[config.mk]
export PLATFORM = sky130hd
export DESIGN_NAME = pll_lock_detect
export DESIGN_NICKNAME = d
export VERILOG_FILES = /design/src/rtl/ld_pkg.sv /design/src/rtl/ld_phase_meter.sv /design/src/rtl/ld_err_judge.sv /design/src/rtl/ld_lock_fsm.sv /design/src/rtl/pll_lock_detect.sv
export SDC_FILE = /design/constraint.sdc
export NUM_CORES = 1
export LEC_CHECK = 0
export BUFFER_PORTS_ARGS = -buffer_cell sky130_fd_sc_hd__buf_2
export CAP_MARGIN = 0
export CORE_MARGIN = 10
export CORE_UTILIZATION = 58
export CTS_CLUSTER_SIZE = 24
export DETAILED_ROUTE_END_ITERATION = 10
export MAX_ROUTING_LAYER = met4
export PLACE_DENSITY = 0.85
export SLEW_MARGIN = 5
export SYNTH_ARGS = -nofsm -noshare
export SYNTH_HDL_FRONTEND = slang
export SYNTH_SLANG_ARGS = --single-unit
[constraint.sdc]
create_clock -name clk -period 0.9 [get_ports clk]
set_clock_uncertainty 0.15 [all_clocks]
set_input_delay 0.09 -clock clk [delete_from_list [all_inputs] [get_ports clk]]
set_output_delay 0.09 -clock clk [all_outputs]
set_load 0.02 [all_outputs]
[src/rtl/ld_pkg.sv]
package ld_pkg;

  typedef enum logic {
    MS_IDLE = 1'b0,
    MS_WAIT = 1'b1
  } meter_st_t;

  function automatic int ns_to_counts(input int ns, input int clk_mhz);
    return (ns * clk_mhz) / 1000;
  endfunction

endpackage

[src/rtl/ld_phase_meter.sv]
module ld_phase_meter
  import ld_pkg::*;
#(
  parameter int TIMEOUT_CYC = 63,
  parameter int CNT_W       = $clog2(TIMEOUT_CYC + 1)
) (
  input  logic             clk,
  input  logic             rst_n,
  input  logic             ref_pulse,
  input  logic             fb_pulse,
  output logic             samp_v,
  output logic [CNT_W-1:0] samp_err
);

  localparam logic [CNT_W-1:0] MAX_CNT = CNT_W'(TIMEOUT_CYC);
  localparam logic [CNT_W-1:0] ONE_CNT = CNT_W'(1);

  meter_st_t        st_q, st_n;
  logic             lead_fb_q, lead_fb_n;
  logic [CNT_W-1:0] cnt_q, cnt_n;
  logic             v_n;
  logic [CNT_W-1:0] err_n;
  logic             partner, again;

  assign partner = lead_fb_q ? ref_pulse : fb_pulse;
  assign again   = lead_fb_q ? fb_pulse  : ref_pulse;

  always_comb begin
    st_n      = st_q;
    lead_fb_n = lead_fb_q;
    cnt_n     = cnt_q;
    v_n       = 1'b0;
    err_n     = samp_err;
    case (st_q)
      MS_IDLE: begin
        if (ref_pulse && fb_pulse) begin
          v_n   = 1'b1;
          err_n = '0;
        end else if (ref_pulse || fb_pulse) begin
          st_n      = MS_WAIT;
          lead_fb_n = fb_pulse;
          cnt_n     = ONE_CNT;
        end
      end
      MS_WAIT: begin
        if (partner) begin
          v_n   = 1'b1;
          err_n = cnt_q;
          st_n  = MS_IDLE;
        end else if (again) begin
          v_n   = 1'b1;
          err_n = MAX_CNT;
          cnt_n = ONE_CNT;
        end else if (cnt_q == MAX_CNT) begin
          v_n   = 1'b1;
          err_n = MAX_CNT;
          st_n  = MS_IDLE;
        end else begin
          cnt_n = cnt_q + ONE_CNT;
        end
      end
      default: st_n = MS_IDLE;
    endcase
  end

  always_ff @(posedge clk or negedge rst_n) begin
    if (!rst_n) begin
      st_q      <= MS_IDLE;
      lead_fb_q <= 1'b0;
      cnt_q     <= '0;
      samp_v    <= 1'b0;
      samp_err  <= '0;
    end else begin
      st_q      <= st_n;
      lead_fb_q <= lead_fb_n;
      cnt_q     <= cnt_n;
      samp_v    <= v_n;
      if (v_n) samp_err <= err_n;
    end
  end

  assert_zero_error_R2: assert property (@(posedge clk) disable iff (!rst_n)
    (st_q == MS_IDLE && ref_pulse && fb_pulse) |=> (samp_v && samp_err == '0));

  assert_timeout_sample_R8: assert property (@(posedge clk) disable iff (!rst_n)
    (st_q == MS_WAIT && cnt_q == MAX_CNT && !ref_pulse && !fb_pulse)
      |=> (samp_v && samp_err == MAX_CNT && st_q == MS_IDLE));

  assert_repeat_lead_R9: assert property (@(posedge clk) disable iff (!rst_n)
    (st_q == MS_WAIT && again && !partner)
      |=> (samp_v && samp_err == MAX_CNT && st_q == MS_WAIT && cnt_q == ONE_CNT));

endmodule

[src/rtl/ld_err_judge.sv]
module ld_err_judge #(
  parameter int CNT_W     = 6,
  parameter int LOCK_CNT  = 6,
  parameter int UNLOCK_CNT = 10
) (
  input  logic [CNT_W-1:0] err,
  output logic             small_err,
  output logic             large_err
);

  localparam logic [CNT_W-1:0] LOCK_TH   = CNT_W'(LOCK_CNT);
  localparam logic [CNT_W-1:0] UNLOCK_TH = CNT_W'(UNLOCK_CNT);

  always_comb begin
    small_err = (err < LOCK_TH);
    large_err = (err >= UNLOCK_TH);
  end

endmodule

[src/rtl/ld_lock_fsm.sv]
module ld_lock_fsm #(
  parameter int GOOD_RUN = 5,
  parameter int RUN_W    = $clog2(GOOD_RUN + 1)
) (
  input  logic clk,
  input  logic rst_n,
  input  logic samp_v,
  input  logic small_err,
  input  logic large_err,
  output logic lock
);

  localparam logic [RUN_W-1:0] LAST_RUN = RUN_W'(GOOD_RUN - 1);
  localparam logic [RUN_W-1:0] RUN_MAX  = RUN_W'(GOOD_RUN);

  logic [RUN_W-1:0] run_q, run_n;
  logic             lock_n;

  always_comb begin
    run_n  = run_q;
    lock_n = lock;
    if (samp_v) begin
      if (!lock) begin
        if (small_err) begin
          if (run_q == LAST_RUN) begin
            lock_n = 1'b1;
            run_n  = '0;
          end else begin
            run_n = run_q + 1'b1;
          end
        end else begin
          run_n = '0;
        end
      end else if (large_err) begin
        lock_n = 1'b0;
        run_n  = '0;
      end
    end
  end

  always_ff @(posedge clk or negedge rst_n) begin
    if (!rst_n) begin
      run_q <= '0;
      lock  <= 1'b0;
    end else begin
      run_q <= run_n;
      lock  <= lock_n;
    end
  end

  assert_lock_rise_R4: assert property (@(posedge clk) disable iff (!rst_n)
    $rose(lock) |-> $past(samp_v && small_err));

  assert_lock_fall_R7: assert property (@(posedge clk) disable iff (!rst_n)
    $fell(lock) |-> $past(samp_v && large_err));

  assert_quiet_hold_R10: assert property (@(posedge clk) disable iff (!rst_n)
    !samp_v |=> $stable(lock));

  assert_run_bound_R5: assert property (@(posedge clk) disable iff (!rst_n)
    run_q < RUN_MAX);

  assert_band_keeps_R6: assert property (@(posedge clk) disable iff (!rst_n)
    (lock && samp_v && !large_err) |=> lock);

endmodule

[src/rtl/pll_lock_detect.sv]
module pll_lock_detect
  import ld_pkg::*;
#(
  parameter int MEAS_CLK_MHZ = 400,
  parameter int LOCK_NS      = 15,
  parameter int UNLOCK_NS    = 25,
  parameter int GOOD_RUN     = 5,
  parameter int TIMEOUT_CYC  = 63
) (
  input  logic clk,
  input  logic rst_n,
  input  logic ref_pulse,
  input  logic fb_pulse,
  output logic lock
);

  localparam int LOCK_CNT   = ns_to_counts(LOCK_NS, MEAS_CLK_MHZ);
  localparam int UNLOCK_CNT = ns_to_counts(UNLOCK_NS, MEAS_CLK_MHZ);
  localparam int CNT_W      = $clog2(TIMEOUT_CYC + 1);
  localparam int RUN_W      = $clog2(GOOD_RUN + 1);

  logic [1:0]       rst_sync_q;
  logic             rst_int_n;
  logic             samp_v;
  logic [CNT_W-1:0] samp_err;
  logic             small_err, large_err;

  always_ff @(posedge clk or negedge rst_n) begin
    if (!rst_n) rst_sync_q <= 2'b00;
    else        rst_sync_q <= {rst_sync_q[0], 1'b1};
  end
  assign rst_int_n = rst_sync_q[1];

  ld_phase_meter #(
    .TIMEOUT_CYC (TIMEOUT_CYC),
    .CNT_W       (CNT_W)
  ) u_meter (
    .clk       (clk),
    .rst_n     (rst_int_n),
    .ref_pulse (ref_pulse),
    .fb_pulse  (fb_pulse),
    .samp_v    (samp_v),
    .samp_err  (samp_err)
  );

  ld_err_judge #(
    .CNT_W      (CNT_W),
    .LOCK_CNT   (LOCK_CNT),
    .UNLOCK_CNT (UNLOCK_CNT)
  ) u_judge (
    .err       (samp_err),
    .small_err (small_err),
    .large_err (large_err)
  );

  ld_lock_fsm #(
    .GOOD_RUN (GOOD_RUN),
    .RUN_W    (RUN_W)
  ) u_fsm (
    .clk       (clk),
    .rst_n     (rst_int_n),
    .samp_v    (samp_v),
    .small_err (small_err),
    .large_err (large_err),
    .lock      (lock)
  );

  assert_reset_unlocked_R1: assert property (@(posedge clk)
    !rst_int_n |-> !lock);

  assert_saturated_is_large_R8: assert property (@(posedge clk) disable iff (!rst_int_n)
    (samp_v && samp_err == CNT_W'(TIMEOUT_CYC)) |-> large_err);

endmodule

# Yosys cells after proc, flatten, opt, wreduce, memory -nomap -nowiden
# Index checks and enable logic that the tools add are counted.
[word_totals]
regBits = 21
latchBits = 0
mem_bits_rw = 0
rom_bits = 0
in_bits = 4
output_inout_bits = 1
elab_cells = 61
memories = 0
[classes]
addsub = 2
n_mul = 0
div_mod_pow = 0
order_cmp = 2
n_eq_ne = 9
n_shift = 0
mux = 32
n_bitwise = 2
n_reduce_logical = 6
[ops]
columns = ["operator", "count"]
rows = [
  ["$mux 6", 9],
  ["$pmux 6 s2", 2],
  ["$mux 1", 15],
  ["$mux 3", 4],
  ["$add 6x1->6 const B", 1],
  ["$eq 6x6->1 const B", 1],
  ["$ge 6x4->1 const B", 1],
  ["$lt 6x3->1 const B", 1],
  ["$ne 2x2->1 const B", 3],
  ["$reduce_and 3->1", 2],
  ["$ne 2x1->1 const B", 2],
  ["$ne 4x4->1 const B", 1],
  ["$pmux 1 s2", 2],
  ["$reduce_and 4->1", 1],
  ["$add 3x1->3 const B", 1],
  ["$eq 3x3->1 const B", 1],
  ["$ne 3x3->1 const B", 1],
  ["$not 1->1", 2],
  ["$reduce_and 2->1", 1],
  ["$logic_and 1x1->1", 1],
  ["$logic_or 1x1->1", 1],
]

# Depth between registers and ports, before layout
[depth]
word_depth = 6
mapped_depth = 6
mapped_depth_nobuf = 5

# Cells and area by module
# From an unflattened synthesis, not the netlist that was laid out.
[unflattened]
hier_cells = 105
hier_area_um2 = 1098.6
[by_module_without_submodules]
columns = ["mod", "instances", "cells_per_inst", "area_each_um2", "seq_area_each_um2"]
rows = [
  ["ld_phase_meter", 1, 76, 778.2, 375.4],
  ["ld_lock_fsm", 1, 22, 239.0, 100.1],
  ["pll_lock_detect", 1, 3, 53.8, 50.0],
  ["ld_err_judge", 1, 4, 27.5, 0.0],
]

# Worst setup path after synthesis
# OpenSTA, ideal clock, no wires.
[synth_path]
kind = "register to register"
startpoint = "reg u_meter.cnt_q[0]"
endpoint = "reg u_meter.cnt_q[4]"
setup_ps = 121
arrival_ps = 1400
required_time_ps = 629
path_slack_ps = -771
path_stages_with_launch = 7
n_path_buf = 2
synth_period_minus_slack_ps = 1671
path_cell_list = "dfrtp_1 > ha_1 > nand3_2 > o2111a_1 > buf_6 > buf_8 > a22o_2"
[synth_via]
elab_chain_len = 5
word_cells_on_any_way = 8
cone_classes = "add/sub (1); eq/ne (2); mux (4); reduce/logical (1)"
[synth_lines]
columns = ["element", "line", "rtl"]
rows = [
  ["start: declaration", "ld_phase_meter.sv:20", "logic [CNT_W-1:0] cnt_q, cnt_n;"],
  ["start signal: assignment", "ld_phase_meter.sv:76", "cnt_q <= cnt_n;"],
  ["$add 6x1->6", "ld_phase_meter.sv:59", "cnt_n = cnt_q + ONE_CNT;"],
  ["$mux 6", "ld_phase_meter.sv:54", "end else if (cnt_q == MAX_CNT) begin"],
  ["$mux 6", "ld_phase_meter.sv:50", "end else if (again) begin"],
  ["$mux 6", "ld_phase_meter.sv:46", "if (partner) begin"],
  ["$pmux 6 s2", "ld_phase_meter.sv:34", "case (st_q)"],
]
# Parallel ways exist; a longest one is shown, timed or not. The select of a mux whose other input is x is not followed.
# A chain may end at the register's enable or synchronous reset.

# Worst setup path in the final report
[layout_path]
startpoint = "reg u_meter.cnt_q[0]"
endpoint = "reg u_meter.cnt_q[2]"
# Same word-level chain as after synthesis.

==> results.md <==
- Status: complete, but fails checks
- Failing checks: hold timing, setup timing
- Commonest non-fill, non-tap cell in the layout: buf_4
- Multi-input gate area: 660.6 sq um
- Post-synth EDFFs: 0
- Origin of the worst setup path: u_meter.cnt_q[0]$_DFFE_PN0P_
- Leak Pwr: 0.7364 nW
- Fraction of layout cells with a size suffix above 1: 0.5578
- Setup ws final: -0.8780 ns
- CP top delay family: compound AO/OA/AOI/OAI gates
- Cell Area, Placed: ~1300 sq um
- Die area: between 3000 and 4000 sq um
- Fill cells: between 40 and 50
- R2R Path End: u_meter.cnt_q[2]$_DFFE_PN0P_
- ANT nets after route: 0
- Core region area: 1708 sq um
- Max Cap Viol: 0
- Avg Vias per Cell: 6.948
- HP Class: input pin to async pin
- Nets: 157
- Syn Std Cell Area: 1040 sq um
- VDD IR max: 2525 uV
- CP max FO: 5
- Fin area: roughly 1600 sq um
- CP max stage delay: ~0.43 ns
- Min Tclk post-route: around 1.8 ns
- First-pass GRT wire length: 6.272 mm
- Crit path cell chain: ha_4 > nand3_4 > o311ai_4 > buf_6 > o31ai_4 > a31oi_1
- Reg-to-reg startpoint: u_meter.cnt_q[0]$_DFFE_PN0P_
- Syn avg cell area: ~10 sq um
- Clock root buffer: clkbuf_4
- Clk slew on worst S/H paths: 0.13 ns
- Pre-CTS setup slack: -0.8727 ns
- # rows: 15
- Crit end category: register
- Post-Synth Adder-Cell Area: 0.06017
- Largest net degree at the start of global routing: 19
- Vias in the first global route: 1,172
- Slowest cell on crit path: dfrtp_1
- Yosys reg bits: 20
- Worst Reg-to-Reg Cells: 6
- CTS Buffer Depth: 2
- Register Area: between 500 and 600 sq um
- Total wire length: approximately 4.5 mm
- Tcrit/Tclk final: 1.976
- Crit Path Class: register to register
- Post-synthesis compound-gate area fraction: 0.2587
- Worst EP required: ~0.99 ns
- IO buf count: 4
- Final Total Pwr: about 0.0055 W
- Initial DRC count: 94
- Most frequent cells in the layout: buf_4, dfrtp_1, inv_1, o21ai_2, nand2_1
- GRT Util Overall: 0.2078
- PD cells: 3376 nW/um^2
- CP arrival: around 1.9 ns
- Setup-failing EPs final: 19
- Area Overhead vs Synth: 55.96%
- Die width: a little over 60 um
- CP Capture Point: u_meter.cnt_q[2]$_DFFE_PN0P_
- # DRC: 0
- Final hold slack: -0.01188 ns
- TritonCTS buffer count: 3
- Hold Fails Final Rpt: 2
- Cells after Synth: 101
- Total gr overflow: 0
- CTS Sinks: 20
- RSZ-0062 raised after global routing: true
- WP depth: 6
- Synth unique cells: 34
- Insertion delay to the later sink of the worst-skew pair: around 0.33 ns
- Post-Synth XOR/XNOR Area: 0.008424
- CTS H-tree depth: 1
- Register area share after synthesis: 0.4813
- Initial antenna violation count: 0
- Post-synth ARST share: 1.000
- Drt pass-1 iters: 5
- Initial core utilization: 0.6088
- CP bufs+invs: 1
- Via count: 1,195
- Cts hold-fix bufs: 2
- F_max: 562.4 MHz
- Syn_nets: 110
- RePlAce Congestion: 0.9079
- Combinational family with the most area after synthesis: compound AO/OA/AOI/OAI gates
- Fraction of synthesized area in multiplexers: 0.03008
- Drt wl/cell: 26.20 um
- ANT cells: 0
- Post-synth top flop: dfrtp_1
- Max Slew Vio Count: 0
- Die H: 62.34 um
- Register-to-Register Setup Slack: -0.88 ns
- Post-DP HPWL: 1.914 mm
- Startpoint Class: register
- Synth warnings: 0
- Synth Area in Simple Gates: 0.09868
- Io pins: 5
- CTS tree: yes
flip-flops by register name, summed over array words and instances, names as in the netlist:
signal             count
rst_sync_q             2
u_fsm.lock             1
u_fsm.run_q            3
u_meter.cnt_q          6
u_meter.lead_fb_q      1
u_meter.samp_err       5
u_meter.samp_v         1
u_meter.st_q           1
cells in the mapped netlist, types with 2 or more instances:
cell type / count / area share
nand3_1: 3 / 0.014
ha_1: 5 / 0.060
nor2_1: 6 / 0.022
a21oi_1: 3 / 0.014
nand2_1: 8 / 0.029
dfrtp_1: 20 / 0.48
a31oi_1: 4 / 0.024
inv_1: 7 / 0.025
a22o_2: 2 / 0.019
mux2i_1: 2 / 0.019
o31ai_1: 6 / 0.043
o21ai_0: 13 / 0.063
kinds of logic after synthesis:
family / Yosys count
buffers and inverters: 11
XOR/XNOR: 1
AND/OR/NAND/NOR: 22
adder cells (fa/ha/maj): 5
multiplexers: 3
flip-flops: 20
other: 1
AO/OA/AOI/OAI: 38
layout make-up:
cell class                 instances  share of cell area
inverter                           7             0.01620
timing repair buffer              44              0.2145
clock buffer                       3             0.01389
clock inverter                     1             0.01852
sequential                        20              0.3102
tap                               25             0.01929
multi-input combinational         72              0.4074
routing by layer:
| layer | share of wire | routed length, um | vias up | global-route usage |
|---|---|---|---|---|
| met5 | 0 | 0 | - | - |
| met4 | 0.094 | 425 | 0 | 0.1508 |
| met3 | 0.091 | 410 | 45 | 0.02867 |
| met2 | 0.46 | 2090 | 119 | 0.3346 |
| met1 | 0.35 | 1580 | 563 | 0.2304 |
| li1 | - | - | 468 | - |
how the worst min path moves through the flow:
| stage | start | to | slack [ns] | cells past startpoint |
|---|---|---|---|---|
| floorplan | rst_n | rst_sync_q[0]$_DFF_PN0_ | -0.36 | 0 |
| global placement | rst_n | rst_sync_q[1]$_DFF_PN0_ | -0.28 | 1 |
| detailed placement | rst_n | rst_sync_q[0]$_DFF_PN0_ | -0.27 | 1 |
| CTS | rst_sync_q[1]$_DFF_PN0_ | u_meter.cnt_q[2]$_DFFE_PN0P_ | 0.05 | 1 |
| global route | rst_n | rst_sync_q[0]$_DFF_PN0_ | -0.03 | 2 |
| finish | rst_n | rst_sync_q[0]$_DFF_PN0_ | -0.01 | 2 |
metrics by stage:
| stage | utilization | setup TNS, ns | std cells |
|---|---|---|---|
| floorplan | - | -11.20 | 101 |
| global placement | 0.7612 | -11.84 | 156 |
| detailed placement | 0.7612 | -13.40 | 156 |
| CTS | 0.9092 | -11.33 | 169 |
| global route | 0.9495 | -14.05 | 172 |
| finish | 0.9495 | -13.37 | 172 |
timing repair:
item | 4_1_cts | 5_1_grt
buffers inserted | 6 | 4
hold endpoints to repair | 2 | 2
gates cloned | 2 | 0
resized for setup | 32 | 11
pin swaps | 18 | 8
setup endpoints to repair | 19 | 21
report_power, final:
part	internal [W]	switching (W)
registers	0.00119	0.000324
clock network	0.000451	0.000321
logic	0.00156	0.00163
Note: power is estimated with default switching activity, not from simulation.
